### config.mk
export PLATFORM = sky130hd
export DESIGN_NAME = mbx_unit
export DESIGN_NICKNAME = d
export VERILOG_FILES = /design/src/rtl/mbx_pkg.sv /design/src/rtl/mbx_ctrl.sv /design/src/rtl/mbx_datapath.sv /design/src/rtl/mbx_unit.sv
export SDC_FILE = /design/constraint.sdc
export NUM_CORES = 1
export LEC_CHECK = 0
export CORE_MARGIN = 5
export CORE_UTILIZATION = 50
export CTS_CLUSTER_DIAMETER = 60
export DETAILED_ROUTE_END_ITERATION = 7
export DONT_BUFFER_PORTS = 1
export PLACE_DENSITY_LB_ADDON = 0.12
export SLEW_MARGIN = 10
export SYNTH_ARGS = -nofsm -noshare
export SYNTH_HDL_FRONTEND = slang
export SYNTH_SLANG_ARGS = --single-unit
### constraint.sdc
create_clock -name clk -period 2.24 [get_ports clk]
set_clock_uncertainty 0.2 [all_clocks]
set_input_delay 0.112 -clock clk [delete_from_list [all_inputs] [get_ports clk]]
set_output_delay 0.112 -clock clk [all_outputs]
set_load 0.02 [all_outputs]
### src/rtl/mbx_pkg.sv
package mbx_pkg;
  parameter int unsigned SLOTS = 4;
  parameter int unsigned SIDES = 2;
  // word indices (address bits above the byte lane)
  localparam int unsigned TX_BASE  = 0;
  localparam int unsigned RX_BASE  = SLOTS;
  localparam int unsigned STAT_IDX = 2 * SLOTS;
  localparam int unsigned CTRL_IDX = 2 * SLOTS + 1;
  // low bit of each 4-bit flag / enable group
  localparam int unsigned TX_LSB   = 20;
  localparam int unsigned RX_LSB   = TX_LSB + SLOTS;

  typedef struct packed {
    logic [SIDES-1:0][SLOTS-1:0] latch;  // latch writer's data into peer receive slot
  } mbxStrobe_t;
endpackage

### src/rtl/mbx_ctrl.sv
module mbx_ctrl
  import mbx_pkg::*;
#(
  parameter int unsigned DATA_W = 32,
  parameter int unsigned ADDR_W = 6
) (
  input  logic                         clk,
  input  logic                         rstN,
  input  logic [SIDES-1:0]             busValid,
  input  logic [SIDES-1:0]             busWrite,
  input  logic [SIDES-1:0][ADDR_W-1:0] busAddr,
  input  logic [SIDES-1:0][DATA_W-1:0] busWData,
  output mbxStrobe_t                   strobe,
  output logic [SIDES-1:0][DATA_W-1:0] statusWord,
  output logic [SIDES-1:0][DATA_W-1:0] ctrlWord,
  output logic [SIDES-1:0]             irq
);
  localparam int unsigned WIDX_W = ADDR_W - 2;

  // pending[s][n]: side s has posted a word in slot n not yet read by its peer
  logic [SIDES-1:0][SLOTS-1:0] pending;
  logic [SIDES-1:0][SLOTS-1:0] txEnSlot;
  logic [SIDES-1:0][SLOTS-1:0] rxEnSlot;

  logic [SIDES-1:0][SLOTS-1:0] txWr;
  logic [SIDES-1:0][SLOTS-1:0] rxRd;
  logic [SIDES-1:0][SLOTS-1:0] accept;
  logic [SIDES-1:0]            ctrlWr;
  logic                        clearAll;

  always_comb begin
    for (int s = 0; s < SIDES; s++) begin
      ctrlWr[s] = busValid[s] && busWrite[s] &&
                  (busAddr[s][ADDR_W-1:2] == WIDX_W'(CTRL_IDX));
      for (int n = 0; n < SLOTS; n++) begin
        txWr[s][n]   = busValid[s] && busWrite[s] &&
                       (busAddr[s][ADDR_W-1:2] == WIDX_W'(TX_BASE + n));
        rxRd[s][n]   = busValid[s] && !busWrite[s] &&
                       (busAddr[s][ADDR_W-1:2] == WIDX_W'(RX_BASE + n));
        accept[s][n] = txWr[s][n] && !pending[s][n];
      end
    end
    clearAll = ctrlWr[0] && (busWData[0] == '0);
    strobe.latch = accept;
  end

  always_ff @(posedge clk or negedge rstN) begin
    if (!rstN) begin
      pending  <= '0;
      txEnSlot <= '0;
      rxEnSlot <= '0;
    end else begin
      for (int s = 0; s < SIDES; s++) begin
        for (int n = 0; n < SLOTS; n++) begin
          if (accept[s][n])
            pending[s][n] <= 1'b1;
          else if (rxRd[SIDES-1-s][n])
            pending[s][n] <= 1'b0;
        end
      end
      if (clearAll) begin
        txEnSlot <= '0;
        rxEnSlot <= '0;
      end else begin
        for (int s = 0; s < SIDES; s++) begin
          if (ctrlWr[s]) begin
            for (int n = 0; n < SLOTS; n++) begin
              txEnSlot[s][n] <= busWData[s][TX_LSB + SLOTS - 1 - n];
              rxEnSlot[s][n] <= busWData[s][RX_LSB + SLOTS - 1 - n];
            end
          end
        end
      end
    end
  end

  // status / control images and interrupt, reverse slot packing
  always_comb begin
    for (int s = 0; s < SIDES; s++) begin
      statusWord[s] = '0;
      ctrlWord[s]   = '0;
      irq[s]        = 1'b0;
      for (int n = 0; n < SLOTS; n++) begin
        statusWord[s][TX_LSB + SLOTS - 1 - n] = !pending[s][n];
        statusWord[s][RX_LSB + SLOTS - 1 - n] = pending[SIDES-1-s][n];
        ctrlWord[s][TX_LSB + SLOTS - 1 - n]   = txEnSlot[s][n];
        ctrlWord[s][RX_LSB + SLOTS - 1 - n]   = rxEnSlot[s][n];
        irq[s] = irq[s] | (!pending[s][n] && txEnSlot[s][n])
                        | (pending[SIDES-1-s][n] && rxEnSlot[s][n]);
      end
    end
  end
endmodule

### src/rtl/mbx_datapath.sv
module mbx_datapath
  import mbx_pkg::*;
#(
  parameter int unsigned DATA_W = 32,
  parameter int unsigned ADDR_W = 6
) (
  input  logic                         clk,
  input  logic                         rstN,
  input  mbxStrobe_t                   strobe,
  input  logic [SIDES-1:0][ADDR_W-1:0] busAddr,
  input  logic [SIDES-1:0][DATA_W-1:0] busWData,
  input  logic [SIDES-1:0][DATA_W-1:0] statusWord,
  input  logic [SIDES-1:0][DATA_W-1:0] ctrlWord,
  output logic [SIDES-1:0][DATA_W-1:0] busRData
);
  localparam int unsigned WIDX_W = ADDR_W - 2;

  // rxData[s][n]: word waiting in side s receive slot n
  logic [SIDES-1:0][SLOTS-1:0][DATA_W-1:0] rxData;

  always_ff @(posedge clk or negedge rstN) begin
    if (!rstN) begin
      rxData <= '0;
    end else begin
      for (int s = 0; s < SIDES; s++)
        for (int n = 0; n < SLOTS; n++)
          if (strobe.latch[s][n])
            rxData[SIDES-1-s][n] <= busWData[s];
    end
  end

  for (genvar s = 0; s < SIDES; s++) begin : g_side
    logic [WIDX_W-1:0] wordIdx;
    assign wordIdx = busAddr[s][ADDR_W-1:2];
    always_comb begin
      busRData[s] = '0;
      for (int n = 0; n < SLOTS; n++)
        if (wordIdx == WIDX_W'(RX_BASE + n))
          busRData[s] = rxData[s][n];
      if (wordIdx == WIDX_W'(STAT_IDX))
        busRData[s] = statusWord[s];
      if (wordIdx == WIDX_W'(CTRL_IDX))
        busRData[s] = ctrlWord[s];
    end
  end
endmodule

### src/rtl/mbx_unit.sv
module mbx_unit
  import mbx_pkg::*;
#(
  parameter int unsigned DATA_W = 32,
  parameter int unsigned ADDR_W = 6
) (
  input  logic              clk,
  input  logic              rstN,
  input  logic              aValid,
  input  logic              aWrite,
  input  logic [ADDR_W-1:0] aAddr,
  input  logic [DATA_W-1:0] aWData,
  output logic [DATA_W-1:0] aRData,
  output logic              aIrq,
  input  logic              bValid,
  input  logic              bWrite,
  input  logic [ADDR_W-1:0] bAddr,
  input  logic [DATA_W-1:0] bWData,
  output logic [DATA_W-1:0] bRData,
  output logic              bIrq
);
  logic [SIDES-1:0]             busValid;
  logic [SIDES-1:0]             busWrite;
  logic [SIDES-1:0][ADDR_W-1:0] busAddr;
  logic [SIDES-1:0][DATA_W-1:0] busWData;
  logic [SIDES-1:0][DATA_W-1:0] busRData;
  logic [SIDES-1:0][DATA_W-1:0] statusWord;
  logic [SIDES-1:0][DATA_W-1:0] ctrlWord;
  logic [SIDES-1:0]             irq;
  mbxStrobe_t                   strobe;

  assign busValid = {bValid, aValid};
  assign busWrite = {bWrite, aWrite};
  assign busAddr  = {bAddr, aAddr};
  assign busWData = {bWData, aWData};
  assign aRData   = busRData[0];
  assign bRData   = busRData[1];
  assign aIrq     = irq[0];
  assign bIrq     = irq[1];

  mbx_ctrl #(.DATA_W(DATA_W), .ADDR_W(ADDR_W)) ctrl_i (
    .clk(clk), .rstN(rstN), .busValid(busValid), .busWrite(busWrite),
    .busAddr(busAddr), .busWData(busWData), .strobe(strobe),
    .statusWord(statusWord), .ctrlWord(ctrlWord), .irq(irq)
  );

  mbx_datapath #(.DATA_W(DATA_W), .ADDR_W(ADDR_W)) data_i (
    .clk(clk), .rstN(rstN), .strobe(strobe), .busAddr(busAddr),
    .busWData(busWData), .statusWord(statusWord), .ctrlWord(ctrlWord),
    .busRData(busRData)
  );
endmodule

== Word-level counts from Yosys, hierarchy flattened ==
Cells that the tools add are included.

* Bits in registers: 280
* Output and inout port bits: 66
* Word-level logic and storage cells: 156

* Eq/ne operators: 18
* Multiplexer cells: 34
* Bitwise operators: 14
* Reduce and logical (&&, ||, !) cells: 70

{| class="wikitable"
|+ Operators with widths
! cell !! count
|-
| $mux 32 || 12
|-
| $logic_and 1x1->1 || 47
|-
| $eq 4x3->1 const B || 8
|-
| $logic_not 32->1 || 1
|-
| $reduce_bool 2->1 || 10
|-
| $eq 4x2->1 const B || 4
|-
| $eq 4x4->1 const B || 4
|-
| $mux 1 || 16
|-
| $mux 4 || 4
|-
| $mux 8 || 2
|-
| $or 1x1->1 || 14
|-
| $logic_not 1->1 || 10
|-
| $eq 4x1->1 const B || 2
|-
| $logic_not 4->1 || 2
|}

== Depth between registers and ports, before layout ==
Gate-level depths: netlist of the first run.

* Depth in word-level cells: 9
* Mapped depth: 7

== Modules after synthesis ==
From an unflattened synthesis of the first run, not the netlist that was laid out.

* Cells, all modules: 1331
* Area, all modules: 15223.4 um^2

{| class="wikitable"
|+ Modules (own cells, without submodules)
! module !! instances !! cells each !! area an instance (um^2) !! sequential area each (um^2)
|-
| mbx_datapath || 1 || 1102 || 13158.9 || 6406.1
|-
| mbx_ctrl || 1 || 229 || 2064.5 || 600.6
|}

== Worst setup path before layout of the first run ==
No wires, ideal clock.

* Kind: input port to output port
* From: input aAddr[2]
* To: output aRData[24]
* Arrival time: 1.543 ns
* Required time: 1.928 ns
* Setup slack: 0.385 ns
* Stages on the path: 6
* Buffers on the path: 3
* Cell sequence: buf_4 -> buf_2 -> buf_2 -> nor3b_1 -> a21oi_1 -> o21ai_0

* Cells in the longest elaborated chain, start to end: 7
* Elaborated cells between the ends (all ways): 12

{| class="wikitable"
|+ Ends and longest elaborated chain
! element !! line !! source
|-
| start: declaration || mbx_unit.sv:11 || <nowiki>input logic [ADDR_W-1:0] aAddr,</nowiki>
|-
| $eq 4x3->1 || mbx_datapath.sv:38 || <nowiki>if (wordIdx == WIDX_W'(RX_BASE + n))</nowiki>
|-
| $mux 32 (4 in series) || mbx_datapath.sv:38 ||
|-
| $mux 32 || mbx_datapath.sv:40 || <nowiki>if (wordIdx == WIDX_W'(STAT_IDX))</nowiki>
|-
| $mux 32 (*) || mbx_datapath.sv:42 || <nowiki>if (wordIdx == WIDX_W'(CTRL_IDX))</nowiki>
|-
| end: declaration || mbx_unit.sv:13 || <nowiki>output logic [DATA_W-1:0] aRData,</nowiki>
|}

Every way passes the cells marked *; elsewhere a longest branch is shown, timed or not.

== Final worst setup path of the first run ==
* From: register ctrl_i.pending, in the netlist ctrl_i.statusWord[59]
* To: register ctrl_i.pending, in the netlist ctrl_i.statusWord[59]

* Cells in the longest elaborated chain, start to end: 3
* Elaborated cells between the ends (all ways): 4

{| class="wikitable"
|+ Ends and longest elaborated chain
! element !! line !! source
|-
| start: declaration || mbx_ctrl.sv:21 || <nowiki>logic [SIDES-1:0][SLOTS-1:0] pending;</nowiki>
|-
| start signal: assignment || mbx_ctrl.sv:49 || <nowiki>pending <= '0;</nowiki>
|-
| start signal: indexed assignment || mbx_ctrl.sv:56 || <nowiki>pending[s][n] <= 1'b1;</nowiki>
|-
| start signal: indexed assignment || mbx_ctrl.sv:58 || <nowiki>pending[s][n] <= 1'b0;</nowiki>
|-
| $logic_not 1->1 (*) || mbx_ctrl.sv:40 || <nowiki>accept[s][n] = txWr[s][n] && !pending[s][n];</nowiki>
|-
| $logic_and 1x1->1 (*) || mbx_ctrl.sv:40 ||
|-
| $mux 1 / $reduce_bool 2->1 (equally long branches) || - ||
|}

Marks and branches as above.
A chain may end at the register's enable or synchronous reset.

==> summary.md, run 1 <==
| Metric | Value |
|---|---|
| Die ar. | 29700 sq um |
| Residual DRC | 0 |
| Post-Syn Nets | 985 |
| Depth of the CTS H-tree | 2 |
| Post-route cell area | 15500 sq um |
| Grt total ovfl | 0 |
| Synth Flop Type | dfrtp_1 |
| DRT met1 WL | 14000 microns |
| Placement Setup Slack | 273 ps |
| Setup violators final | 0 |
| Synthesis-to-layout area growth | 17.6% |
| Flop and latch count out of synthesis | 280 |
| Number of distinct library cells after synthesis | 41 |
| Power per cell area | 930 nW/um^2 |
| Critical path, cell by cell | or4_2 -> buf_12 -> dlygate4sd3_1 -> nand2_1 |
| Root Driver | clkbuf_16 |
| Synth Area per Inst | 14.6 sq um |
| Post-CTS resize count | 0 |
| Sw frac | 23.6% |
| Fin nets | 1058 |
| Final hold vios | 280 |
| Period utilization | 98.4% |
| Worst EP required | 2480 ps |
| Max Used Layer | met4 |
| Core ar. | 26000 sq um |
| Final WS setup | 34.8 ps |
| Crit Path Category | flop to flop |
| Rel. slew slack | 55.2% |
| VDD IR-drop max | 0.000781 V |
| Number of nets still failing antenna checks after routing | 0 |
| Die Width | 172 microns |
| GRT Util Overall | 22.0% |
| CTS Buffer Depth | 3 |
| Commonest non-fill, non-tap cell in the layout | dfrtp_1 |
| CTS Sinks | 280 |
| WL met2 | 15600 microns |
| Layout cell share with drive strength beyond 1 | 40.7% |
| Starting Density | 50.7% |
| Non-filler instance count after layout | 1335 |
| Psw | 3.41 mW |
| Global-route wire length before repair | 50600 microns |
| R2R Setup Slk | 30 ps |
| Die Span Y | 172 microns |
| Sequential share of power | 45.7% |
| Clock Latency Late Sink | 500 ps |
| Hold Slack | -873 ps |
| Post-Synthesis Cells | 903 |
| Vias in the first global route | 8866 |
| Rows | 59 |
| Max-slew violations | 0 |
| Post-synth EDFFs | 0 |
| Combinational Power Share | 14.7% |
| Highest-count cells in the layout ignoring fill and taps | dfrtp_1, mux2_2, dlygate4sd3_1, mux4_2, and2_1 |
| Pint | 11.0 mW |
| Gp weighted congestion | 0.925 |
| Hold Buf Count CTS | 79 |
| Register area share after synthesis | 53.2% |
| Met3 Wirelength | 2300 microns |
| DR WL/cell | 24.2 microns |
| Clock buffer count from CTS | 34 |
| Clock power frac | 39.5% |
| Vias after detailed routing | 7972 |
| Unrepaired setup endpoints after global routing | no |
| Fraction of registers with async set/reset | 100% |
| Antenna violations before repair | 1 |
| Crit-path slowest cell | or4_2 |
| Leakage | 7.07 nW |
| Hold Crit Class | input pin to async pin |
| Router iterations before antenna repair | 5 |
| Failing checks | negative hold slack |
| DP HPWL | 19800 microns |
| TritonCTS clock tree | built |
| Dpl cells | 1196 |
| Clock transition at path regs | 60 ps |
| Worst setup EP type | flop |
| Worst slew pin tran | 672 ps |
| 1st-iter DRT viols | 646 |
| Outcome | finished, violations left |
| Max cap viols | 0 |
| # port buffers | 0 |
| Mapped Area | 13200 sq um |
| Routed vias/inst | 5.97 |
| CP max FO | 33 |
| Post-DP Area | 13500 sq um |
| Slowest Stage Delay on Critical Path | 650 ps |
| Startpoint Class | flop |
| Largest net degree at the start of global routing | 281 |
| I/O pins | 148 |
| Yosys warns | 0 |
| DRT Wirelength | 32300 microns |
| Fin Setup TNS | 0 ps |
| Tmin final | 2210 ps |
| Arr. time, crit path | 2440 ps |
| Fmax | 453 MHz |
==> kinds of logic (layout without fill, tap and decap cells) <==
kind of cell	after synthesis	in the layout	share of synthesized area, %
other cells	0	1	0
buf+inv	73	169	3.08
flops	280	280	53.2
mux	344	344	34.4
simple gates	124	124	5.53
compound gates	82	82	3.83
==> per-stage QoR <==
step | util [%] | power (mW)
2_1_floorplan | - | 8.14
3_3_place_gp | 52.0 | 8.42
3_5_place_dp | 52.0 | 8.61
4_1_cts | 59.6 | 14.5
5_1_grt | 59.6 | 15.0
6_report | 59.6 | 14.4
==> power groups by stage <==
| stage | sequential [mW] | clock, mW | combinational [mW] |
|---|---|---|---|
| floorplan | 6.45 | 0 | 1.69 |
| global placement | 6.56 | 0 | 1.86 |
| detailed placement | 6.67 | 0 | 1.95 |
| CTS | 6.58 | 5.82 | 2.14 |
| global route | 6.69 | 6.05 | 2.30 |
| finish | 6.59 | 5.70 | 2.12 |
==> state kept, by name, summed over array words and instances, names as in the netlist <==
name	flops
data_i.rxData	256
ctrl_i.ctrlWord	16
ctrl_i.statusWord	8
==> worst paths after layout <==
path,from,endpoint,cells after the start
max,ctrl_i.statusWord[59],ctrl_i.statusWord[59],4
min,rstN,data_i.rxData[179],0
min reg2reg,data_i.rxData[70],data_i.rxData[70],1
max reg2reg,ctrl_i.statusWord[59],ctrl_i.statusWord[59],4
max in group asynchronous,rstN,data_i.rxData[117],0
min in group clk,bAddr[2],ctrl_i.statusWord[25],4
==> worst max-delay path: cells and delay by family, from the launching register on <==
kind	cells	cell delay, ps
buffers and inverters	2	840
flip-flops	1	380
AND/OR/NAND/NOR	2	720
==> timing repair <==
| action | 4_1_cts | 5_1_grt |
|---|---|---|
| setup buffers | 0 | 0 |
| endpoints found under the hold margin | 560 | 280 |
| setup endpoints to repair | 0 | 0 |
==> cells in the mapped netlist (2+ instances only) <==
master    count  share of area [%]
nand2_1      17               0.48
a22o_1        7               0.47
and2_1       49                2.3
dfrtp_1     280                 53
a32oi_1       3               0.20
nor2b_1       4               0.19
mux2_4       34                3.9
mux2_2      232                 20
nor4_1        8               0.38
o21ai_0      34                1.3
buf_2        30                1.1
a22oi_1       7               0.40
o22ai_1       5               0.24
nand3_1       3               0.11
nand3b_1      2               0.11
nand2b_1      8               0.38
or3_1         5               0.24
buf_1         2              0.057
mux2i_1      27                2.1
mux4_2       50                8.5
buf_6        12                1.0
a211o_1       7               0.47
clkbuf_1     19               0.54
nor2_1       12               0.34
nor4b_1       2               0.13
nor3_1        2              0.076
a21oi_1      17               0.65
nand4_1       3               0.14
nor3_2        2               0.15
inv_1         9               0.26
==> routing by layer <==
| metal | vias to the layer above | GRT usage [%] |
|---|---|---|
| li1 | 3469 | - |
| met1 | 4238 | 30.6 |
| met2 | 231 | 36.0 |
| met3 | 34 | 5.53 |
| met4 | 0 | 4.10 |
| met5 | - | 0 |
==> cell type report <==
class                      count  area [sq um]
tap                          335           419
inverter                       9          33.8
antenna                        1          2.50
timing repair buffer         101          1040
clock buffer                  51          1080
fill                        2032         10500
clock inverter                 8           118
sequential                   280          7010
multi-input combinational    550          5790
Power figures use the tool's default switching activity.
==> run 2: changes to the inputs <==
--- a/config.mk
+++ b/config.mk
@@ -8,8 +8,10 @@
 export CORE_MARGIN = 5
 export CORE_UTILIZATION = 50
 export CTS_CLUSTER_DIAMETER = 60
+export CTS_CLUSTER_SIZE = 12
 export DETAILED_ROUTE_END_ITERATION = 7
 export DONT_BUFFER_PORTS = 1
+export HOLD_SLACK_MARGIN = 0.02
 export PLACE_DENSITY_LB_ADDON = 0.12
 export SLEW_MARGIN = 10
 export SYNTH_ARGS = -nofsm -noshare
==> run 2 against run 1 <==
Compared with the run above:
- the flow still finishes with violations (negative hold slack)
- core utilization shrank 1.4 points
- register-to-register slack gained 260 ps
- non-clock buffer count grew 1
- sequential power is essentially flat
- total power shrank 9.4%
- largest cell class unchanged
==> summary.md, run 2 (same netlist as run 1, synthesis figures left out) <==
| Metric | Value |
|---|---|
| Startpoint Class | input pin |
| Slowest Stage Delay on Critical Path | 680 ps |
| Max reg flops | 256 |
| Crit-path slowest cell | dlygate4sd3_1 |
| Failing checks | negative hold slack |
| Commonest non-fill, non-tap cell in the layout | dfrtp_1 |
| # port buffers | 0 |
| Die Span Y | 172 microns |
| VDD IR-drop max | 0.000685 V |
| DRT Wirelength | 32100 microns |
| Clock Latency Late Sink | 540 ps |
| CP delay by family, top | buffers and inverters |
| Depth of the CTS H-tree | 1 |
| Synthesis-to-layout area growth | 14.8% |
| Root Driver | clkbuf_16 |
| Die ar. | 29700 sq um |
| Most used cell, CP | dlygate4sd3_1 |
| Worst slew pin tran | 1160 ps |
| Gp weighted congestion | 0.925 |
| DP HPWL | 19800 microns |
| Routed vias/inst | 6.04 |
| Worst setup EP type | flop |
| Worst EP required | 2450 ps |
| Crit Path Category | input pin to flop |
| Hold Buf Count CTS | 80 |
| Highest-count cells in the layout ignoring fill and taps | dfrtp_1, mux2_2, dlygate4sd3_1, mux4_2, and2_1 |
| GRT Util Overall | 21.9% |
| CTS Sinks | 280 |
| Max cap viols | 0 |
| Clock transition at path regs | 60 ps |
| Setup violators final | 0 |
| Layout cell share with drive strength beyond 1 | 39.6% |
| Unrepaired setup endpoints after global routing | no |
| Die Width | 172 microns |
| Fmax | 462 MHz |
| Biggest register | data_i.rxData |
| Core ar. | 26000 sq um |
| Non-filler instance count after layout | 1313 |
| 1st-iter DRT viols | 603 |
| Antenna violations before repair | 1 |
| Tmin final | 2160 ps |
| I/O pins | 148 |
| Outcome | finished, violations left |
| Residual DRC | 0 |
| Fin Setup TNS | 0 ps |
| Clock buffer count from CTS | 28 |
| Vias after detailed routing | 7930 |
| Rows | 59 |
| Rel. slew slack | 22.8% |
| Arr. time, crit path | 2380 ps |
| Hold Crit Class | input pin to async pin |
| Dpl cells | 1196 |
| CP bufs+invs | 3 |
| TritonCTS clock tree | built |
| CP max FO | 42 |
| Fin util | 58.2% |
| Starting Density | 50.7% |
| Hold Slack | -917 ps |
| Period utilization | 96.6% |
| Postcts setup bufs | 0 |
| Largest net degree at the start of global routing | 281 |
| Final hold vios | 280 |
| Vias in the first global route | 8770 |
| CTS Buffer Depth | 3 |
| Fin nets | 1053 |
| DR WL/cell | 24.5 microns |
| Grt total ovfl | 0 |
| Leakage | 6.90 nW |
| Router iterations before antenna repair | 4 |
| Power per cell area | 863 nW/um^2 |
| Number of nets still failing antenna checks after routing | 0 |
| Critical path, cell by cell | dlygate4sd3_1 -> nand2_1 -> dlygate4sd3_1 -> nor3_4 -> buf_12 -> mux2_2 |
| Global-route wire length before repair | 50500 microns |
| Max-slew violations | 0 |
-- run 2: through the flow --
stage / total power, mW / cell area (sq um) / worst slack, ps
2_1_floorplan: 8.14 / 13200 / 385
3_3_place_gp: 8.42 / 13500 / 284
3_5_place_dp: 8.61 / 13500 / 273
4_1_cts: 13.2 / 15100 / 3.81
5_1_grt: 13.7 / 15100 / 50.5
6_report: 13.0 / 15100 / 76.5
-- run 2: metal layers --
layer  routed length, microns  track usage [%]  vias to the layer above
met1                    14200             31.4                     4250
met2                    15500             35.5                      201
li1                         -                -                     3446
met4                      464             4.24                        0
met5                        0                0                        -
met3                     1960             4.30                       33
-- run 2: cell type report --
type	instances	area, sq um
clock inverters	3	43.8
flip-flops and latches	280	7010
diodes	1	2.50
fillers	2089	10900
well taps	335	419
multi-input cells	550	5790
clock buffers	33	771
repair buffers	102	1060
inverters	9	33.8
-- run 2: timing repair --
item	4_1_cts	5_1_grt
endpoints found under the setup margin	0	4
gates resized for setup	0	1
endpoints found under the hold margin	560	280
-- run 2: worst paths after layout --
path / start / endpoint / slack [ps] / depth (start not counted)
min reg2reg: data_i.rxData[202] / data_i.rxData[202] / 300 / 1
max reg2reg: ctrl_i.statusWord[58] / data_i.rxData[183] / 290 / 3
max: aAddr[3] / data_i.rxData[255] / 80 / 6
max in group asynchronous: rstN / data_i.rxData[198] / 1810 / 0
min in group clk: bAddr[3] / ctrl_i.statusWord[56] / 60 / 4
min: rstN / data_i.rxData[179] / -920 / 0
-- run 2: power by group --
group	total [mW]	leakage (nW)	switching, mW	internal (mW)
combinational	2.12	2.89	0.801	1.32
clock	4.34	0.402	1.84	2.50
sequential	6.59	3.61	0.564	6.03
total	13.0	6.90	3.20	9.85
-- run 2: worst reg2reg max path, stage by stage (launching register included) --
cell     delay, ps
dfrtp_1        450
or3_2          490
buf_4          320
mux2_2         370
